===== src/rtl/idle_pwr_pkg.sv =====
// Package: shared state encodings for the idle power sequencer.
// Assumes: the core_state encoding is visible at the top ports and must stay fixed.
package idle_pwr_pkg;

    typedef enum logic [1:0] {
        CORE_RUN   = 2'b00,
        CORE_LIGHT = 2'b01,
        CORE_DEEP  = 2'b10
    } core_st_e;

    typedef enum logic [1:0] {
        VU_ON     = 2'b00,
        VU_OFF    = 2'b01,
        VU_WAKING = 2'b10
    } vu_st_e;

endpackage


===== src/rtl/core_idle_fsm.sv =====
// Module: core_idle_fsm
// Walks the core through run, light idle and deep idle. A tick counter
// runs only in light idle; once deep_delay ticks have passed, the state
// becomes deep idle. Assumes tb_tick is a single-cycle pulse in the clk domain.
module core_idle_fsm
    import idle_pwr_pkg::*;
#(
    parameter int DLY_W = 16
) (
    input  logic             clk,
    input  logic             rst_n,
    input  logic             tick,
    input  logic [DLY_W-1:0] delay,
    input  logic             idle_req,
    input  logic             wake_evt,
    output core_st_e         state
);

    localparam int CW = DLY_W + 1;

    core_st_e         state_nx;
    logic [DLY_W-1:0] tick_cnt;
    logic [DLY_W-1:0] tick_cnt_nx;
    logic [CW-1:0]    cnt_inc;
    logic             expire;

    // Purpose: the count this tick would reach, and whether that ends the delay.
    always_comb begin
        cnt_inc = {1'b0, tick_cnt} + CW'(1);
        expire  = (delay != '0) && tick && (cnt_inc >= {1'b0, delay});
    end

    // Purpose: next state and next tick count; wake always wins.
    always_comb begin
        state_nx    = state;
        tick_cnt_nx = tick_cnt;
        unique case (state)
            CORE_RUN: begin
                tick_cnt_nx = '0;
                if (idle_req && !wake_evt) state_nx = CORE_LIGHT;
            end
            CORE_LIGHT: begin
                if (wake_evt) begin
                    state_nx    = CORE_RUN;
                    tick_cnt_nx = '0;
                end else if (expire) begin
                    state_nx    = CORE_DEEP;
                    tick_cnt_nx = '0;
                end else if (tick && delay != '0) begin
                    tick_cnt_nx = cnt_inc[DLY_W-1:0];
                end
            end
            CORE_DEEP: begin
                tick_cnt_nx = '0;
                if (wake_evt) state_nx = CORE_RUN;
            end
            default: begin
                state_nx    = CORE_RUN;
                tick_cnt_nx = '0;
            end
        endcase
    end

    // Purpose: state and counter registers.
    always_ff @(posedge clk) begin
        if (!rst_n) begin
            state    <= CORE_RUN;
            tick_cnt <= '0;
        end else begin
            state    <= state_nx;
            tick_cnt <= tick_cnt_nx;
        end
    end

endmodule


===== src/rtl/vec_pwr_ctl.sv =====
// Module: vec_pwr_ctl
// Powers down the vector unit after a run of idle cycles. It powers the unit
// back up on demand and reports busy for a fixed wake latency.
// Assumes vec_issue is high only in cycles where a vector instruction executes.
module vec_pwr_ctl
    import idle_pwr_pkg::*;
#(
    parameter int IDLE_W   = 12,
    parameter int WAKE_LAT = 4
) (
    input  logic              clk,
    input  logic              rst_n,
    input  logic              issue,
    input  logic [IDLE_W-1:0] limit,
    output logic              pwr_en,
    output logic              busy
);

    localparam int IW   = IDLE_W + 1;
    localparam int WL_W = (WAKE_LAT < 1) ? 1 : $clog2(WAKE_LAT + 1);

    vu_st_e            state, state_nx;
    logic [IDLE_W-1:0] idle_cnt, idle_cnt_nx;
    logic [WL_W-1:0]   wake_cnt, wake_cnt_nx;
    logic [IW-1:0]     idle_inc;
    logic [WL_W-1:0]   wake_inc;
    logic              wake_done;

    // Purpose: incremented counts and end of the wake window.
    always_comb begin
        idle_inc = {1'b0, idle_cnt} + IW'(1);
        wake_inc = wake_cnt + WL_W'(1);
    end

    // Purpose: pick the wake-window variant from WAKE_LAT.
    generate
        if (WAKE_LAT < 1) begin : g_no_lat
            assign wake_done = 1'b1;
        end else begin : g_lat
            assign wake_done = (wake_inc == WL_W'(WAKE_LAT));
        end
    endgenerate

    // Purpose: next power state and counters.
    always_comb begin
        state_nx    = state;
        idle_cnt_nx = idle_cnt;
        wake_cnt_nx = wake_cnt;
        unique case (state)
            VU_ON: begin
                if (issue || limit == '0) begin
                    idle_cnt_nx = '0;
                end else if (idle_inc >= {1'b0, limit}) begin
                    state_nx    = VU_OFF;
                    idle_cnt_nx = '0;
                end else begin
                    idle_cnt_nx = idle_inc[IDLE_W-1:0];
                end
            end
            VU_OFF: begin
                if (issue) begin
                    state_nx    = VU_WAKING;
                    wake_cnt_nx = '0;
                end
            end
            VU_WAKING: begin
                if (wake_done) begin
                    state_nx    = VU_ON;
                    idle_cnt_nx = '0;
                    wake_cnt_nx = '0;
                end else begin
                    wake_cnt_nx = wake_inc;
                end
            end
            default: state_nx = VU_ON;
        endcase
    end

    // Purpose: state and counter registers.
    always_ff @(posedge clk) begin
        if (!rst_n) begin
            state    <= VU_ON;
            idle_cnt <= '0;
            wake_cnt <= '0;
        end else begin
            state    <= state_nx;
            idle_cnt <= idle_cnt_nx;
            wake_cnt <= wake_cnt_nx;
        end
    end

    // Purpose: decode outputs from the registered state.
    always_comb begin
        pwr_en = (state != VU_OFF);
        busy   = (state == VU_WAKING);
    end

endmodule


===== src/rtl/idle_pwr_seq.sv =====
// Module: idle_pwr_seq (top)
// Joins the core idle state machine and the vector-unit power controller.
// Assumes all inputs are synchronous to clk. Gating itself is done outside.
module idle_pwr_seq
    import idle_pwr_pkg::*;
#(
    parameter int DLY_W    = 16,
    parameter int IDLE_W   = 12,
    parameter int WAKE_LAT = 4
) (
    input  logic              clk,
    input  logic              rst_n,
    input  logic              tb_tick,
    input  logic [DLY_W-1:0]  deep_delay,
    input  logic              idle_req,
    input  logic              wake_evt,
    input  logic              vec_issue,
    input  logic [IDLE_W-1:0] vec_idle_limit,
    output logic [1:0]        core_state,
    output logic              vec_pwr_en,
    output logic              vec_busy
);

    core_st_e core_st;

    core_idle_fsm #(.DLY_W(DLY_W)) u_core (
        .clk      (clk),
        .rst_n    (rst_n),
        .tick     (tb_tick),
        .delay    (deep_delay),
        .idle_req (idle_req),
        .wake_evt (wake_evt),
        .state    (core_st)
    );

    vec_pwr_ctl #(.IDLE_W(IDLE_W), .WAKE_LAT(WAKE_LAT)) u_vec (
        .clk    (clk),
        .rst_n  (rst_n),
        .issue  (vec_issue),
        .limit  (vec_idle_limit),
        .pwr_en (vec_pwr_en),
        .busy   (vec_busy)
    );

    // Purpose: present the core state as a plain 2-bit code.
    always_comb core_state = core_st;

endmodule


===== config.mk =====
export PLATFORM = sky130hd
export DESIGN_NAME = idle_pwr_seq
export DESIGN_NICKNAME = d
export VERILOG_FILES = /design/src/rtl/idle_pwr_pkg.sv /design/src/rtl/core_idle_fsm.sv /design/src/rtl/vec_pwr_ctl.sv /design/src/rtl/idle_pwr_seq.sv
export SDC_FILE = /design/constraint.sdc
export NUM_CORES = 1
export LEC_CHECK = 0
export ABC_CLOCK_PERIOD_IN_PS = 4700
export BUFFER_PORTS_ARGS = -buffer_cell sky130_fd_sc_hd__buf_4
export CELL_PAD_IN_SITES_DETAIL_PLACEMENT = 2
export CELL_PAD_IN_SITES_GLOBAL_PLACEMENT = 2
export CORE_MARGIN = 2
export CORE_UTILIZATION = 27
export CTS_CLUSTER_DIAMETER = 30
export DETAILED_ROUTE_END_ITERATION = 8
export GPL_ROUTABILITY_DRIVEN = 0
export PLACE_DENSITY = 0.62
export SETUP_SLACK_MARGIN = 0.5
export SKIP_LAST_GASP = 1
export SYNTH_ARGS = -nofsm -noshare
export SYNTH_HDL_FRONTEND = slang
export SYNTH_SLANG_ARGS = --single-unit

===== constraint.sdc =====
create_clock -name clk -period 4.7 [get_ports clk]
set_input_delay 0.47 -clock clk [delete_from_list [all_inputs] [get_ports clk]]
set_output_delay 0.47 -clock clk [all_outputs]
set_load 0.02 [all_outputs]

==> impl_results.md, run 1 <==
- Pre-CTS WS: ~0.9 ns
- Final core utilization: approximately a third
- DIE AREA: around 11000 sq um
- Commonest non-fill, non-tap cells in the layout: 39 x buf_4, 35 x dfxtp_1, 33 x inv_1, 32 x ha_1, 24 x nand2_1
- Final min period: between 3 and 4 ns
- Std-Cell Rows: 36
- Startpoint Class: flip-flop
- PwrDens: 192 nW/um^2
- Clock root buffer: clkbuf_8
- Synthesized instance count: 326
- CP cell instances: ha_1, nand4_1, nor2_1, and3_1, xor2_1, ha_1, nand4_1, nor2_1, a221oi_1, nand4_1, buf_4, or4_1, a31oi_1
- Worst reg-to-reg path cell count: 13
- Status: complete, no violations
- Synth cell types: 52
- Total power: 0.618 mW
- Seq/Total Area, Yosys: roughly a quarter
- Final ANT Viol Nets: 0
- Core area: just under 10000 sq um
- Commonest non-fill, non-tap cell in the layout: buf_4
- Final Max Slew Viols: 0
- Worst skew pair latency: 0.29 ns
- Crit path top cell by count: nand4_1
- Register area: between 700 and 800 sq um
- RSZ-0062 raised after global routing: false
- First-pass GRT wire length: roughly 13000 microns
- Hpwl dp: ~6300 microns
- # nets final: between 400 and 500
- I/O pin cnt: 38
- RR Startpoint: u_core.tick_cnt[0]
- Setup Crit Path Kind: flip-flop to flip-flop
- # resized after CTS: 0
- Post-CTS Setup Bufs: 0
- Post-Route WL: approximately 8000 microns
- Clk slew on worst S/H paths: 0.08 ns
- Syn Area/Cell: around 8 sq um
- Max Fclk: roughly 260 MHz
- Synth top area cells: dfxtp_1 26%, ha_1 15%, xnor2_1 4.9%, inv_1 4.6%, nand2_1 3.4%
- Clk buf depth: 2
- Critical path's largest stage delay: between 0.4 and 0.5 ns
- WL/cell: roughly 16 microns
- WP data required: around 4.9 ns
- Worst EP arrival: ~4.0 ns
- Antenna cell count: 0
- Largest net degree at the start of global routing: 20
- Initial antenna violation count: 0
- Leading area contributor after synthesis: dfxtp_1
- # fillers: roughly 1200
- # DRC: 0
- Area of the multi-input gates: between 1500 and 2000 sq um
- Buffers & Inverters on Critical Path: 1
- Main synth FF type: dfxtp_1
- Fraction of layout cells with a size suffix above 1: between 10% and 20%
- Via Count: ~2500
- Post-route cell area: 3220 sq um
- Tightest Hold Check Type: input port to flip-flop
- WHS Path Cells: 3
- Final setup TNS: 0 ns
- Vias in the first global route: about 2700
- Placed Cells: slightly below 500
- CP delay by family, top: simple AND/OR/NAND/NOR gates
- Via density: between 5 and 6
- Area delta synth->final: 19.9%
- Port Buffers: 37
- Slew Limit Headroom: between 40% and 50%
- Seq cells post-synth: 35
- Clock sink total: 35
- CP max-delay cell: dfxtp_1
- Final Hold Viols: 0
- DR pass1 iterations: 4
- Total of warnings raised by yosys: 0
- Reg-to-Reg End: u_core.tick_cnt[14]
- Initial core utilization: between 20 and 30%
- Top-area cell type share of the netlist area: between 20% and 30%
- Clock Skew: 0.00639 ns
- Worst vdd ir: 0.0720 mV
- DRT iter0 DRCs: 46
- Maxcap violations: 0
- Placed cell area: ~3100 sq um
- Slew @ Worst Pin: about 0.82 ns
- Final count of negative-setup-slack endpoints: 0
- WHS Endpoint: u_core.state[1]
- Synthesized Nets: 392
- Final WS setup: between 0.8 and 0.9 ns
- FF-to-FF setup slack: between 0.8 and 0.9 ns
- Setup crit end kind: flip-flop
- Hold Buf Count CTS: 0
- Total track usage: approximately 15%
- Hold Crit Start: wake_evt
- Die height: 104 microns
- Mapped cell area: 2690 sq um
- Async set or reset register ratio after synthesis: 0%
- Post-synth EDFFs: 0
- H-tree levels: 2
- Total clock buffers created by CTS: 5
- Max FO, Critical Path: 8
- Die Width: just over 100 microns
- Hold Slack: approximately 0.45 ns
- Gr ovfl total: 0
- LEAKAGE: around 1.5 nW
- CTS tree: done
- Final Cycle Share: between 80% and 90%
- Cell Count, Final, Fillers Out: around 500
worst min-delay path, cell delays in order:
cell and delay, ns:
buf_4 0.07, nand2b_1 0.11, nor2_1 0.05
report_power, final:
group | internal (mW) | leakage [nW] | switching [mW]
sequential | 0.298 | 0.282 | 0.00235
clock | 0.134 | 0.0505 | 0.119
combinational | 0.0328 | 1.12 | 0.0325
total | 0.464 | 1.46 | 0.154
cells by family after synthesis:
logic type	after synthesis	synth area share (%)
AND/OR/NAND/NOR	132	28.1
AO/OA/AOI/OAI	65	17.8
buffers and inverters	40	5.73
flip-flops	35	26.1
adder cells (fa/ha/maj)	32	14.9
XOR/XNOR	21	6.85
multiplexers	1	0.419
metal layers:
metal	up-vias	GRT usage (%)	share of wire, %
met5	-	0	0
met4	0	4.05	0.81
met3	4	2.45	2.4
met2	40	27.6	50
met1	1220	18.8	46
li1	1257	-	-
flip-flops by register name, indices dropped and copies added (netlist names):
name and flops:
u_vec.state 2, u_vec.idle_cnt 12, u_core.state 2, u_core.tick_cnt 16, u_vec.wake_cnt 3
worst max path at each step:
stage,end,startpoint,cells past startpoint
floorplan,u_core.tick_cnt[14],u_core.tick_cnt[0],12
global placement,u_core.tick_cnt[0],u_core.tick_cnt[0],12
detailed placement,u_core.tick_cnt[0],u_core.tick_cnt[0],12
CTS,u_core.tick_cnt[0],u_core.tick_cnt[0],12
global route,u_core.tick_cnt[0],u_core.tick_cnt[0],12
finish,u_core.tick_cnt[14],u_core.tick_cnt[0],13
cell usage after synthesis, types with 2 or more instances:
library cell and number:
nand2b_1 6, xor2_1 6, and3_1 3, buf_2 3, a22o_1 8, a31oi_1 2
nor4_1 12, a21o_1 4, or2_2 4, nand4_1 10, and2_1 5, and4_1 3
nor2b_1 14, a21boi_1 3, dfxtp_1 35, nand3b_1 2, o311ai_0 2, nor3_1 3
o21ai_0 6, nor3b_1 3, xnor2_1 15, clkbuf_1 4, a21oi_1 14, ha_1 32
o211ai_1 3, nand2_1 24, a32oi_1 8, inv_1 33, nand3_1 17, nor2_1 18
o21a_1 3
cell type report:
| class | count | share of cell area, % |
|---|---|---|
| Multi-Input combinational cell | 251 | 56.9 |
| Sequential cell | 35 | 21.8 |
| Timing Repair Buffer | 39 | 9.10 |
| Tap cell | 133 | 5.17 |
| Inverter | 33 | 3.85 |
| Clock buffer | 7 | 2.99 |
| Clock inverter | 1 | 0.233 |
No activity file was read; power rests on OpenSTA's default activity.
==> run 2: changes to the inputs <==
- ABC_AREA: unset -> 1
- ABC_CLOCK_PERIOD_IN_PS: 4700 -> 3150
- PLACE_DENSITY: 0.62 -> 0.7
- clock period: 4.7 -> 3.15 ns (I/O delays scaled with it)
==> impl_results.md, run 2 <==
- Status: complete, no violations
- Final count of negative-setup-slack endpoints: 0
- WP data required: roughly 3.4 ns
- Fraction of layout cells with a size suffix above 1: 32.2%
- RSZ-0062 raised after global routing: true
- Hold Slack: around 0.32 ns
- LEAKAGE: roughly 2.1 nW
- Area delta synth->final: 39.9%
- DIE AREA: 12200 sq um
- Via Count: 3203
- I/O pin cnt: 38
- Max Fclk: around 370 MHz
- Commonest non-fill, non-tap cell in the layout: nand2_1
- WL/cell: 16.0 microns
- Largest reg by FF count: u_core.tick_cnt
- Clock Skew: a little under 0.007 ns
- Final ANT Viol Nets: 0
- Port Buffers: 37
- Total track usage: a little under a fifth
- Post-synth EDFFs: 0
- Core area: 10900 sq um
- PwrDens: roughly 300 nW/um^2
- Final min period: 2.73 ns
- Worst skew pair latency: roughly 0.28 ns
- Slew @ Worst Pin: 0.647 ns
- Seq cells post-synth: 35
- Synthesized Nets: 538
- First-pass GRT wire length: between 15000 and 20000 microns
- Antenna cell count: 0
- Clk buf depth: 2
- Dominant cell by count in the synthesized netlist: nand2_1
- Largest net degree at the start of global routing: 17
- Worst EP arrival: slightly below 3 ns
- Vias in the first global route: 3427
- Final setup TNS: 0 ns
- Post-Route WL: 10900 microns
- # fillers: 1313
- Synth top area cells: dfxtp_1 23%, ha_1 13%, nand2_1 13%, inv_1 11%, nor2_1 6.9%
- Clk slew on worst S/H paths: around 0.060 ns
- Total of warnings raised by yosys: 0
- Top-area cell type share of the netlist area: a little under a quarter
- Total clock buffers created by CTS: 5
- Initial core utilization: about 28%
- DRT iter0 DRCs: 57
- Leading area contributor after synthesis: dfxtp_1
- Final Cycle Share: 86.7%
- Slew Limit Headroom: 56.6%
- Setup Crit Path Kind: flip-flop to flip-flop
- Synthesized instance count: between 400 and 500
- CTS tree: done
- DR pass1 iterations: 4
- Maxcap violations: 0
- Synth cell types: 35
- Syn Area/Cell: around 6.5 sq um
- Final Hold Viols: 0
- Top post-synthesis cells by count: 102 x nand2_1, 88 x inv_1, 56 x nor2_1
- Clock root buffer: clkbuf_16
- Initial antenna violation count: 0
- Main synth FF type: dfxtp_1
- Tightest Hold Check Type: input port to flip-flop
- Hold Buf Count CTS: 0
- Via density: 4.71
- Startpoint Class: flip-flop
- Mapped cell area: 3050 sq um
- Commonest non-fill, non-tap cells in the layout: 88 x nand2_1, 85 x inv_1, 63 x buf_4, 43 x nor2_1, 28 x ha_1
- # nets final: 605
- Clock sink total: 35
- FF-to-FF setup slack: approximately 0.42 ns
- Final Max Slew Viols: 0
- # DRC: 0
- Async set or reset register ratio after synthesis: 0%
- Setup crit end kind: flip-flop
- Die Width: roughly 110 microns
- Gr ovfl total: 0
- Number of flip-flops under the largest register name: 16
- Std-Cell Rows: 38
- Seq/Total Area, Yosys: 23.0%
- Max FO, Critical Path: 8
- Top Registers: u_core.tick_cnt (16), u_vec.idle_cnt (12), u_vec.wake_cnt (3)
- Hpwl dp: roughly 7700 microns
- Worst vdd ir: 0.191 mV
- H-tree levels: 2
- Die height: roughly 110 microns
-- run 2: cell types whose count changed in the layout (fill, tap and decap cells not counted), sizes merged, moves of 8 or more --
cell	delta
a21oi	+17
nor4	-13
xnor2	-11
xor2	+10
buf	+29
inv	+59
nor2b	-14
a32oi	-8
nor2	+50
a22o	-8
nand3	+14
nand2	+85
-- run 2: cell families (layout without fill, tap and decap cells) --
group | after synthesis | count (layout) | synth area share (%)
AOI/OAI and AO/OA | 43 | 43 | 7.39
and+or+nand+nor | 239 | 239 | 36.3
DFF | 35 | 35 | 23.0
muxes | 3 | 3 | 0.985
adders and majority gates | 32 | 32 | 13.1
xor gates and xnor gates | 20 | 20 | 6.24
buffers and inverters | 100 | 168 | 12.9
-- run 2: cell type report --
cell class | instances | area, sq um | share of cell area (%)
well taps | 140 | 175 | 4.11
flip-flops and latches | 35 | 733 | 17.2
multi-input cells | 337 | 2260 | 53.1
repair buffers | 68 | 554 | 13.0
clock inverters | 3 | 67.6 | 1.58
clock buffers | 5 | 125 | 2.93
inverters | 92 | 345 | 8.10
-- run 2: final timing paths --
check                                        start                  to  depth (start not counted)
worst min register to register   u_vec.wake_cnt[2]   u_vec.wake_cnt[2]                          2
worst min-delay path                     vec_issue      u_vec.state[1]                          3
worst max-delay path            u_core.tick_cnt[0]  u_core.tick_cnt[8]                         19
worst max register to register  u_core.tick_cnt[0]  u_core.tick_cnt[8]                         19
-- run 2: through the flow --
| step | power, mW | cells | utilization, % | instance area (sq um) | setup WS [ns] |
|---|---|---|---|---|---|
| 6_report | 1.26 | 680 | 39.0 | 4270 | 0.419 |
| 5_1_grt | 1.31 | 680 | 39.0 | 4270 | 0.213 |
| 4_1_cts | 1.26 | 670 | 35.9 | 3930 | 0.397 |
| 3_5_place_dp | 0.588 | 645 | 31.8 | 3480 | 0.169 |
| 3_3_place_gp | 0.583 | 645 | 31.8 | 3480 | 0.282 |
| 2_1_floorplan | 0.525 | 472 | - | 3050 | 0.655 |
-- run 2: power by group --
group / internal [mW] / total [mW] / leakage [nW] / switching (mW)
logic: 0.0652 / 0.151 / 1.67 / 0.0860
clock network: 0.454 / 0.665 / 0.0900 / 0.211
registers: 0.442 / 0.446 / 0.291 / 0.00431
-- run 2: metal layers --
layer	vias to the layer above	wire [microns]	GRT usage, %
met5	-	0	0
met4	0	110	3.93
met3	9	294	2.70
met2	38	5450	31.8
met1	1549	5040	24.6
li1	1607	-	-
-- run 2: repair_timing --
action / 4_1_cts / 5_1_grt
buffers inserted: 16 / 9
setup endpoints to repair: 31 / 31
pin swaps: 10 / 36
resized for setup: 26 / 72
gates cloned: 1 / 1
-- run 2: worst max-delay path: stages, from the launching register on --
cell and delay [ns]:
dfxtp_4 0.39, ha_4 0.16, nand2_4 0.06, nor2_4 0.14, nand2_4 0.11, nor2_4 0.16, nand3_2 0.10, xnor2_2 0.20
ha_1 0.28, nand2_2 0.09, nor2_1 0.04, and2_1 0.14, nand2_1 0.07, nand3_2 0.08, nor2_4 0.10, nand2_4 0.07
nand2_4 0.07, nand3_4 0.12, buf_16 0.21, nor2_1 0.08
==> run 3: changes to the inputs <==
--- a/config.mk
+++ b/config.mk
@@ -18,3 +18,3 @@
 export PLACE_DENSITY = 0.7
-export SETUP_SLACK_MARGIN = 0.5
+export SETUP_SLACK_MARGIN = 0.3
 export SKIP_LAST_GASP = 1
==> constraint.sdc (replaced) <==
create_clock -name clk -period 3.15 [get_ports clk]
set_input_delay 0.63 -clock clk [delete_from_list [all_inputs] [get_ports clk]]
set_output_delay 0.63 -clock clk [all_outputs]
set_load 0.02 [all_outputs]
==> impl_results.md, run 3 (synthesis gave the netlist of run 2 again) <==
- Final Max Slew Viols: 0
- Total track usage: around 17%
- Max Fclk: between 300 and 400 MHz
- Initial antenna violation count: 0
- Cell Count, Final, Fillers Out: 672
- Maxcap violations: 0
- Total clock buffers created by CTS: 5
- Final count of negative-setup-slack endpoints: 0
- Vias in the first global route: between 3000 and 4000
- Std-Cell Rows: 38
- Core area: about 11000 sq um
- Clock root buffer: clkbuf_16
- Die Width: around 110 microns
- Final ANT Viol Nets: 0
- Met1 Usage GRT: a little under a quarter
- Critical path's largest stage delay: 0.39 ns
- Post-Route WL: about 11000 microns
- Max FO, Critical Path: 8
- DIE AREA: around 12000 sq um
- Area of the multi-input gates: 2220 sq um
- I/O pin cnt: 38
- Initial core utilization: between 20 and 30%
- Via Count: 3165
- Final Hold Viols: 0
- DRT iter0 DRCs: between 100 and 150
- Hold Buf Count CTS: 0
- Port Buffers: 37
- Clock Skew: slightly below 0.007 ns
- Commonest non-fill, non-tap cell in the layout: nand2_1
- WL/cell: between 15 and 20 microns
- Slew @ Worst Pin: roughly 0.59 ns
- Die height: about 110 microns
- Pre-CTS WS: between 0.15 and 0.2 ns
- RSZ-0062 raised after global routing: true
- PwrDens: 305 nW/um^2
- Setup Crit Path Kind: flip-flop to flip-flop
- Worst vdd ir: 0.196 mV
- Hpwl dp: between 7000 and 8000 microns
- First-pass GRT wire length: 16400 microns
- # fillers: approximately 1300
- DR pass1 iterations: 4
- LEAKAGE: ~2.0 nW
- Slew Limit Headroom: around three fifths
- Fraction of layout cells with a size suffix above 1: 27.6%
- CP max-delay cell: dfxtp_4
- Clk slew on worst S/H paths: roughly 0.060 ns
- Gr ovfl total: 0
- CP delay by family, top: simple AND/OR/NAND/NOR gates
- Area delta synth->final: 35.7%
- Final setup TNS: 0 ns
- Buffers & Inverters on Critical Path: 1
- Number of flip-flops under the largest register name: 16
- GR met3 Demand/Resource: roughly 2.6%
- H-tree levels: 2
- CTS tree: done
- Status: complete, no violations
- Setup crit end kind: flip-flop
- Final min period: between 2 and 3 ns
- WP data required: 3.37 ns
- GR Util met2: around 30%
- # nets final: between 500 and 600
- Largest reg by FF count: u_core.tick_cnt
- Clock sink total: 35
- Worst EP arrival: a little over 3 ns
- Tightest Hold Check Type: flip-flop to flip-flop
- Register area: 719 sq um
- Via density: 4.71
- Final Cycle Share: around 90%
- Worst skew pair latency: between 0.2 and 0.3 ns
- Commonest non-fill, non-tap cells in the layout: 97 x nand2_1, 86 x inv_1, 58 x buf_4, 45 x nor2_1, 29 x a21oi_1
- Largest net degree at the start of global routing: 17
- Top Usage Layer GRT: met2
- CP cell instances: ha_4, nand2_4, nor2_4, nand2_4, nor2_4, nand3_2, xnor2_2, ha_1, nand2_2, nor2_1, and2_1, nand2_1, nand3_2, nor2_4, nand2_4, nand2_4, nand3_4, clkbuf_16, nor2_4
- Antenna cell count: 0
- # DRC: 0
- Top Registers: u_core.tick_cnt (16), u_vec.idle_cnt (12), u_vec.wake_cnt (3)
- Clk buf depth: 2
- Placed Cells: 645
- Final WS setup: 0.317 ns
- Startpoint Class: flip-flop
[run 3: final cells by class]
| type | count | area share, % |
|---|---|---|
| multi-input combinational | 337 | 53.7 |
| clock inverter | 3 | 1.63 |
| sequential | 35 | 17.4 |
| timing repair buffer | 60 | 11.6 |
| tap | 140 | 4.24 |
| inverter | 92 | 8.35 |
| clock buffer | 5 | 3.03 |
[run 3: stage by stage]
| step | hold slack [ns] | util, % | instance area [sq um] | power, mW |
|---|---|---|---|---|
| detailed placement | 0.488 | 31.8 | 3480 | 0.588 |
| global placement | 0.473 | 31.8 | 3480 | 0.583 |
| global route | 0.519 | 37.8 | 4140 | 1.31 |
| CTS | 0.498 | 33.8 | 3700 | 1.26 |
| floorplan | 0.457 | - | 3050 | 0.525 |
| finish | 0.491 | 37.8 | 4140 | 1.26 |
[run 3: metal layers]
layer	up-vias	share of wire, %
li1	1582	-
met4	0	1.3
met3	11	2.6
met2	38	49
met5	-	0
met1	1534	47
[run 3: what timing repair did]
action | 4_1_cts | 5_1_grt
cloned | 0 | 1
pin swaps | 0 | 24
gates resized for setup | 1 | 68
setup buffers | 1 | 17
endpoints found under the setup margin | 16 | 31
[run 3: worst register-to-register path, stage by stage, from the launching register on]
cell and delay (ns):
dfxtp_4 0.39, ha_4 0.16, nand2_4 0.05, nor2_4 0.17, nand2_4 0.11, nor2_4 0.16
nand3_2 0.10, xnor2_2 0.17, ha_1 0.33, nand2_2 0.09, nor2_1 0.04, and2_1 0.14
nand2_1 0.09, nand3_2 0.10, nor2_4 0.13, nand2_4 0.07, nand2_4 0.07, nand3_4 0.11
clkbuf_16 0.22, nor2_4 0.08
[run 3: path summary, 6_finish.rpt]
path / from / to / slack [ns] / cells after the start
worst min-delay path: u_vec.wake_cnt[2] / u_vec.wake_cnt[2] / 0.49 / 2
worst max-delay path: u_core.tick_cnt[0] / u_core.tick_cnt[4] / 0.32 / 19
worst max register to register: u_core.tick_cnt[0] / u_core.tick_cnt[4] / 0.32 / 19
worst min register to register: u_vec.wake_cnt[2] / u_vec.wake_cnt[2] / 0.49 / 2
[run 3: where the power goes]
| part | switching, mW | internal, mW | total [mW] | leakage (nW) |
|---|---|---|---|---|
| Sequential | 0.00415 | 0.443 | 0.448 | 0.288 |
| Clock | 0.214 | 0.454 | 0.668 | 0.0900 |
| Combinational | 0.0829 | 0.0613 | 0.144 | 1.60 |
